[src/rtl/cfe_pkg.sv]
package cfe_pkg;
  localparam int REG_W   = 32;
  localparam int OPC_W   = 6;
  localparam int FLG_LO  = 6;
  localparam int FLG_W   = 10;
  localparam int B_UPD   = 21;
  localparam int B_START = 31;
  localparam int B_CKEN  = 16;
  localparam int B_CKGATE = 17;

  localparam logic [1:0] A_ARG = 2'd0;
  localparam logic [1:0] A_CMD = 2'd1;
  localparam logic [1:0] A_CLK = 2'd2;
  localparam logic [1:0] A_BUS = 2'd3;

  // index of each flag inside cmd_flags (command bit minus FLG_LO)
  localparam int F_RESP = 0;
  localparam int F_LONG = 1;
  localparam int F_CRC = 2;
  localparam int F_DATA = 3;
  localparam int F_WRITE = 4;
  localparam int F_STREAM = 5;
  localparam int F_ASTOP = 6;
  localparam int F_WAITPRE = 7;
  localparam int F_ABORT = 8;
  localparam int F_INITSEQ = 9;

  typedef struct packed {
    logic             upd;
    logic [FLG_W-1:0] flags;
    logic [OPC_W-1:0] op;
  } cmd_word_t;

  function automatic cmd_word_t f_unpack_cmd(input logic [REG_W-1:0] w);
    cmd_word_t c;
    c.upd   = w[B_UPD];
    c.flags = w[FLG_LO +: FLG_W];
    c.op    = w[OPC_W-1:0];
    return c;
  endfunction

  function automatic logic [REG_W-1:0] f_cmd_readback(input logic pend, input cmd_word_t c);
    logic [REG_W-1:0] r;
    r = '0;
    r[B_START] = pend;
    r[B_UPD] = c.upd;
    r[FLG_LO +: FLG_W] = c.flags;
    r[OPC_W-1:0] = c.op;
    return r;
  endfunction

  // {auto-stop done, data over, command done}
  function automatic logic [2:0] f_wait_mask(input logic [FLG_W-1:0] fl);
    return {fl[F_DATA] & fl[F_ASTOP], fl[F_DATA], 1'b1};
  endfunction

  function automatic logic f_width_legal(input logic [1:0] code);
    return code != 2'd3;
  endfunction

  function automatic logic [3:0] f_lanes(input logic [1:0] code);
    case (code)
      2'd1:    return 4'b0100;
      2'd2:    return 4'b1000;
      default: return 4'b0001;
    endcase
  endfunction
endpackage

[src/rtl/cfe_cmd_latch.sv]
module cfe_cmd_latch
  import cfe_pkg::*;
(
  input  logic             clk,
  input  logic             rst_n,
  input  logic             wr_cmd,
  input  logic             wr_start,
  input  cmd_word_t        wr_word,
  input  logic [REG_W-1:0] arg_in,
  input  logic             data_busy,
  input  logic             cmd_ready,
  output logic             pending,
  output cmd_word_t        word,
  output logic [REG_W-1:0] arg_q,
  output logic             cmd_valid,
  output logic             clk_apply,
  output logic             launch
);
  logic take_write;
  logic wait_ok;
  logic offered;
  logic accept;

  assign take_write = wr_cmd && !pending;
  assign launch     = take_write && wr_start;
  assign wait_ok    = !(word.flags[F_WAITPRE] && data_busy);
  assign cmd_valid  = pending && !word.upd && (wait_ok || offered);
  assign clk_apply  = pending && word.upd && wait_ok;
  assign accept     = (cmd_valid && cmd_ready) || clk_apply;

  always_ff @(posedge clk) begin
    if (!rst_n) begin
      pending <= 1'b0;
      word    <= '0;
      arg_q   <= '0;
      offered <= 1'b0;
    end else begin
      offered <= cmd_valid && !cmd_ready;
      if (take_write) word <= wr_word;
      if (launch) arg_q <= arg_in;
      if (launch) pending <= 1'b1;
      else if (accept) pending <= 1'b0;
    end
  end
endmodule

[src/rtl/cfe_clk_regs.sv]
module cfe_clk_regs #(
  parameter int DIV_W = 8
) (
  input  logic             clk,
  input  logic             rst_n,
  input  logic             wr_clk,
  input  logic [DIV_W-1:0] wr_div,
  input  logic             wr_en,
  input  logic             wr_gate,
  input  logic             apply,
  output logic [DIV_W-1:0] cfg_div,
  output logic             cfg_en,
  output logic             cfg_gate,
  output logic [DIV_W-1:0] act_div,
  output logic             act_en,
  output logic             act_gate
);
  always_ff @(posedge clk) begin
    if (!rst_n) begin
      cfg_div  <= '0;
      cfg_en   <= 1'b0;
      cfg_gate <= 1'b0;
      act_div  <= '0;
      act_en   <= 1'b0;
      act_gate <= 1'b0;
    end else begin
      if (wr_clk) begin
        cfg_div  <= wr_div;
        cfg_en   <= wr_en;
        cfg_gate <= wr_gate;
      end
      if (apply) begin
        act_div  <= cfg_div;
        act_en   <= cfg_en;
        act_gate <= cfg_gate;
      end
    end
  end
endmodule

[src/rtl/cfe_clk_gen.sv]
module cfe_clk_gen #(
  parameter int DIV_W = 8
) (
  input  logic             clk,
  input  logic             rst_n,
  input  logic             en,
  input  logic [DIV_W-1:0] div,
  input  logic             hold,
  input  logic             restart,
  output logic             card_clk,
  output logic             flip
);
  logic [DIV_W-1:0] cnt;
  logic             run;

  assign run  = en && !hold && !restart;
  assign flip = run && (cnt == div);

  always_ff @(posedge clk) begin
    if (!rst_n) begin
      cnt      <= '0;
      card_clk <= 1'b0;
    end else if (!run) begin
      cnt      <= '0;
      card_clk <= 1'b0;
    end else if (flip) begin
      cnt      <= '0;
      card_clk <= !card_clk;
    end else begin
      cnt <= cnt + 1'b1;
    end
  end
endmodule

[src/rtl/card_cmd_frontend.sv]
module card_cmd_frontend
  import cfe_pkg::*;
#(
  parameter int DIV_W = 8
) (
  input  logic             clk,
  input  logic             rst_n,
  input  logic             reg_we,
  input  logic [1:0]       reg_addr,
  input  logic [31:0]      reg_wdata,
  input  logic [1:0]       reg_raddr,
  output logic [31:0]      reg_rdata,
  input  logic             data_busy,
  input  logic             cmd_ready,
  output logic             cmd_valid,
  output logic [5:0]       cmd_index,
  output logic [9:0]       cmd_flags,
  output logic [31:0]      cmd_arg,
  output logic [2:0]       evt_wait_mask,
  output logic             card_clk,
  output logic [DIV_W-1:0] clk_act_div,
  output logic             clk_act_en,
  output logic [3:0]       bus_lanes
);
  logic             wr_arg, wr_cmd, wr_clk, wr_bus;
  logic [REG_W-1:0] arg_reg;
  logic [1:0]       bw_q;
  cmd_word_t        wr_word, word;
  logic             cmd_pending;
  logic             clk_apply;
  logic             cmd_launch;
  logic             gate_hold;
  logic             clk_flip;
  logic [DIV_W-1:0] cfg_div;
  logic             cfg_en, cfg_gate, act_gate;
  logic [REG_W-1:0] clk_rb;

  assign wr_arg  = reg_we && (reg_addr == A_ARG);
  assign wr_cmd  = reg_we && (reg_addr == A_CMD);
  assign wr_clk  = reg_we && (reg_addr == A_CLK);
  assign wr_bus  = reg_we && (reg_addr == A_BUS);
  assign wr_word = f_unpack_cmd(reg_wdata);

  always_ff @(posedge clk) begin
    if (!rst_n) begin
      arg_reg <= '0;
      bw_q    <= 2'd0;
    end else begin
      if (wr_arg) arg_reg <= reg_wdata;
      if (wr_bus && f_width_legal(reg_wdata[1:0])) bw_q <= reg_wdata[1:0];
    end
  end

  cfe_cmd_latch u_cmd (
    .clk       (clk),
    .rst_n     (rst_n),
    .wr_cmd    (wr_cmd),
    .wr_start  (reg_wdata[B_START]),
    .wr_word   (wr_word),
    .arg_in    (arg_reg),
    .data_busy (data_busy),
    .cmd_ready (cmd_ready),
    .pending   (cmd_pending),
    .word      (word),
    .arg_q     (cmd_arg),
    .cmd_valid (cmd_valid),
    .clk_apply (clk_apply),
    .launch    (cmd_launch)
  );

  cfe_clk_regs #(.DIV_W(DIV_W)) u_ckreg (
    .clk      (clk),
    .rst_n    (rst_n),
    .wr_clk   (wr_clk),
    .wr_div   (reg_wdata[DIV_W-1:0]),
    .wr_en    (reg_wdata[B_CKEN]),
    .wr_gate  (reg_wdata[B_CKGATE]),
    .apply    (clk_apply),
    .cfg_div  (cfg_div),
    .cfg_en   (cfg_en),
    .cfg_gate (cfg_gate),
    .act_div  (clk_act_div),
    .act_en   (clk_act_en),
    .act_gate (act_gate)
  );

  assign gate_hold = act_gate && !cmd_pending && !data_busy;

  cfe_clk_gen #(.DIV_W(DIV_W)) u_ckgen (
    .clk      (clk),
    .rst_n    (rst_n),
    .en       (clk_act_en),
    .div      (clk_act_div),
    .hold     (gate_hold),
    .restart  (clk_apply),
    .card_clk (card_clk),
    .flip     (clk_flip)
  );

  assign cmd_index     = word.op;
  assign cmd_flags     = word.flags;
  assign evt_wait_mask = f_wait_mask(word.flags);
  assign bus_lanes     = f_lanes(bw_q);

  always_comb begin
    clk_rb = '0;
    clk_rb[DIV_W-1:0] = cfg_div;
    clk_rb[B_CKEN] = cfg_en;
    clk_rb[B_CKGATE] = cfg_gate;
  end

  always_comb begin
    case (reg_raddr)
      A_ARG:   reg_rdata = arg_reg;
      A_CMD:   reg_rdata = f_cmd_readback(cmd_pending, word);
      A_CLK:   reg_rdata = clk_rb;
      default: reg_rdata = {30'd0, bw_q};
    endcase
  end
endmodule

[config.mk]
export PLATFORM = sky130hd
export DESIGN_NAME = card_cmd_frontend
export DESIGN_NICKNAME = d
export VERILOG_FILES = /design/src/rtl/cfe_pkg.sv /design/src/rtl/cfe_cmd_latch.sv /design/src/rtl/cfe_clk_regs.sv /design/src/rtl/cfe_clk_gen.sv /design/src/rtl/card_cmd_frontend.sv
export SDC_FILE = /design/constraint.sdc
export NUM_CORES = 1
export LEC_CHECK = 0
export BUFFER_PORTS_ARGS = -buffer_cell sky130_fd_sc_hd__buf_2
export CAP_MARGIN = 20
export CORE_MARGIN = 2
export CORE_UTILIZATION = 56
export CTS_CLUSTER_SIZE = 24
export DETAILED_ROUTE_END_ITERATION = 16
export GPL_ROUTABILITY_DRIVEN = 0
export PLACE_DENSITY = 0.85
export SETUP_SLACK_MARGIN = 0.05
export SLEW_MARGIN = 10
export SYNTH_ARGS = -nofsm -noshare
export SYNTH_HDL_FRONTEND = slang
export SYNTH_HIERARCHICAL = 1
export SYNTH_SLANG_ARGS = --single-unit
[constraint.sdc]
create_clock -name clk -period 2 [get_ports clk]
set_input_delay 0.1 -clock clk [delete_from_list [all_inputs] [get_ports clk]]
set_output_delay 0.1 -clock clk [all_outputs]
set_load 0.02 [all_outputs]
==> results.ini <==
[logic_synthesis]
yosysWarnings = 6
syn_nets = 611
syn_inst = 567
avgSynthCellArea_um2 = 8.91
syn_area_um2 = 5050

[clock_tree]
cts.sinks = 114
cts_tree = built
numCtsBuffers = 17
cts_max_path_buffers = 2
clkLatencyLatePin_ps = 520
htreeDepth = 4
clock-root-buffer = clkbuf_8
clk_pin_slew_worst_paths_ps = 50

[critical_path]
worstPathMaxFanout = 8
crit_arrival_ps = 1550
reg2reg_from = u_cmd/word[13]$_SDFFE_PN0N_
critPathCaptureType = output port
cp-start-kind = flip-flop
critPathKind = reg2out
crit_required_ps = 1900
cp-startpoint = u_cmd/pending$_SDFFE_PN0P_

[global_route]
grt_pass1_vias = 4577
grt_pass1_wl_mm = 21.8
grt_max_degree = 76
overflow = 0
antenna_found_initial = 0
grt.total_usage_pct = 28.3

[timing]
hold_viol = 0
layout_worst_path_cycle_share_pct = 82.6
setup_tns_ps = 0
clock_skew_ps = 6.51
fmax_mhz = 606
rsz0062_at_grt = false
layout_min_cycle_time_ps = 1650
hold_slack_ps = 34.4
setup_viol = 0
slew_violations = 0
tightest_slew_ps = 787
slew_headroom_pct = 47.5

[floorplan]
die_w_um = 99.0
core_area_um2 = 8720
die_area_um2 = 9800
ios = 139
initial_utilization_pct = 57.9
rows = 34
die_h_um = 99.0

[place]
place_area_um2 = 5690
io_buffers = 136
dp_hpwl_mm = 8.75

[power]
power.density_nw_per_um2 = 868
max-vdd-ir-drop_mv = 0.734
p_leak_nw = 2.84

[cells_and_area]
register_area_um2 = 2280
drive_gt1_share_pct = 27.5
nets = 772
syn_to_final_growth_pct = 31.0
fin_area_um2 = 6620
antenna_cells = 0
fillers = 589
multiInputGateArea_um2 = 2490

[run]
maxCapViolations = 0

[drt]
wl_per_cell_um = 15.9
via_per_inst = 5.30
drc = 0
drt-total-wl_mm = 13.5
final_antenna_net_count = 0
first_iter_violations = 352
firstDrtPassIters = 5
vias = 4500

[worst_hold_path]
min_path_type = in2reg
hp-start = reg_addr[1]

[outcome]
run_status = complete, no violations

[per-stage QoR]
stage,util (%),setup slack [ps],power (W),instances
3_3_place_gp,65.3,489,0.00276,783
2_1_floorplan,-,505,0.00264,567
4_1_cts,75.9,341,0.00576,849
5_1_grt,75.9,149,0.00592,849
3_5_place_dp,65.3,422,0.00277,783
6_report,75.9,349,0.00575,849
[routing by layer]
metal / vias to the layer above / share of wire, % / GRT usage, %
met4: 0 / 2.9 / 14.9
met2: 188 / 49 / 47.5
li1: 2172 / - / -
met1: 2103 / 41 / 33.1
met5: - / 0 / 0
met3: 37 / 6.6 / 7.30
[layout make-up]
class	count	share of cell area, %
well taps	108	2.04
inverters	4	0.265
multi-input cells	410	37.7
flip-flops and latches	114	34.5
clock inverters	11	2.04
clock buffers	21	6.79
repair buffers	181	16.7
[what timing repair did]
item                      4_1_cts  5_1_grt
buffers inserted                0        0
hold endpoints to repair       63        0
hold buffers                   34        0
resized for setup               0        0
[worst max-delay path, cell delays in order, from the launching register on]
cell and delay [ps]:
dfxtp_1 470, nor2b_1 230, o21a_1 170, buf_2 170
[final timing paths]
path | end | slack [ps] | cells after the start
worst max-delay path | cmd_valid | 350 | 3
worst min-delay path | bw_q[0]$_SDFFE_PN0P_ | 30 | 4
worst max register to register | u_ckgen/cnt[5]$_SDFF_PP0_ | 390 | 5
worst min register to register | u_cmd/arg_q[10]$_SDFFE_PN0P_ | 450 | 2
[power breakdown]
group	internal (W)	switching, W	leakage (nW)	total (W)
combinational	0.000192	0.000237	1.63	0.000430
sequential	0.00232	0.0000364	0.922	0.00235
clock	0.00195	0.00102	0.287	0.00296
total	0.00446	0.00129	2.84	0.00575
[layout by cell type (no fill, tap or decap), drive strengths merged, types with 6 or more instances in the layout]
| master | count |
|---|---|
| dlygate4sd3 | 34 |
| dfxtp | 114 |
| a21boi | 82 |
| nor2b | 24 |
| nand2 | 176 |
| and2 | 13 |
| o21ai | 8 |
| buf | 147 |
| clkbuf | 21 |
| mux2i | 40 |
| nor2 | 22 |
| xnor2 | 12 |
| clkinv | 6 |
Note: power is estimated with default switching activity, not from simulation.
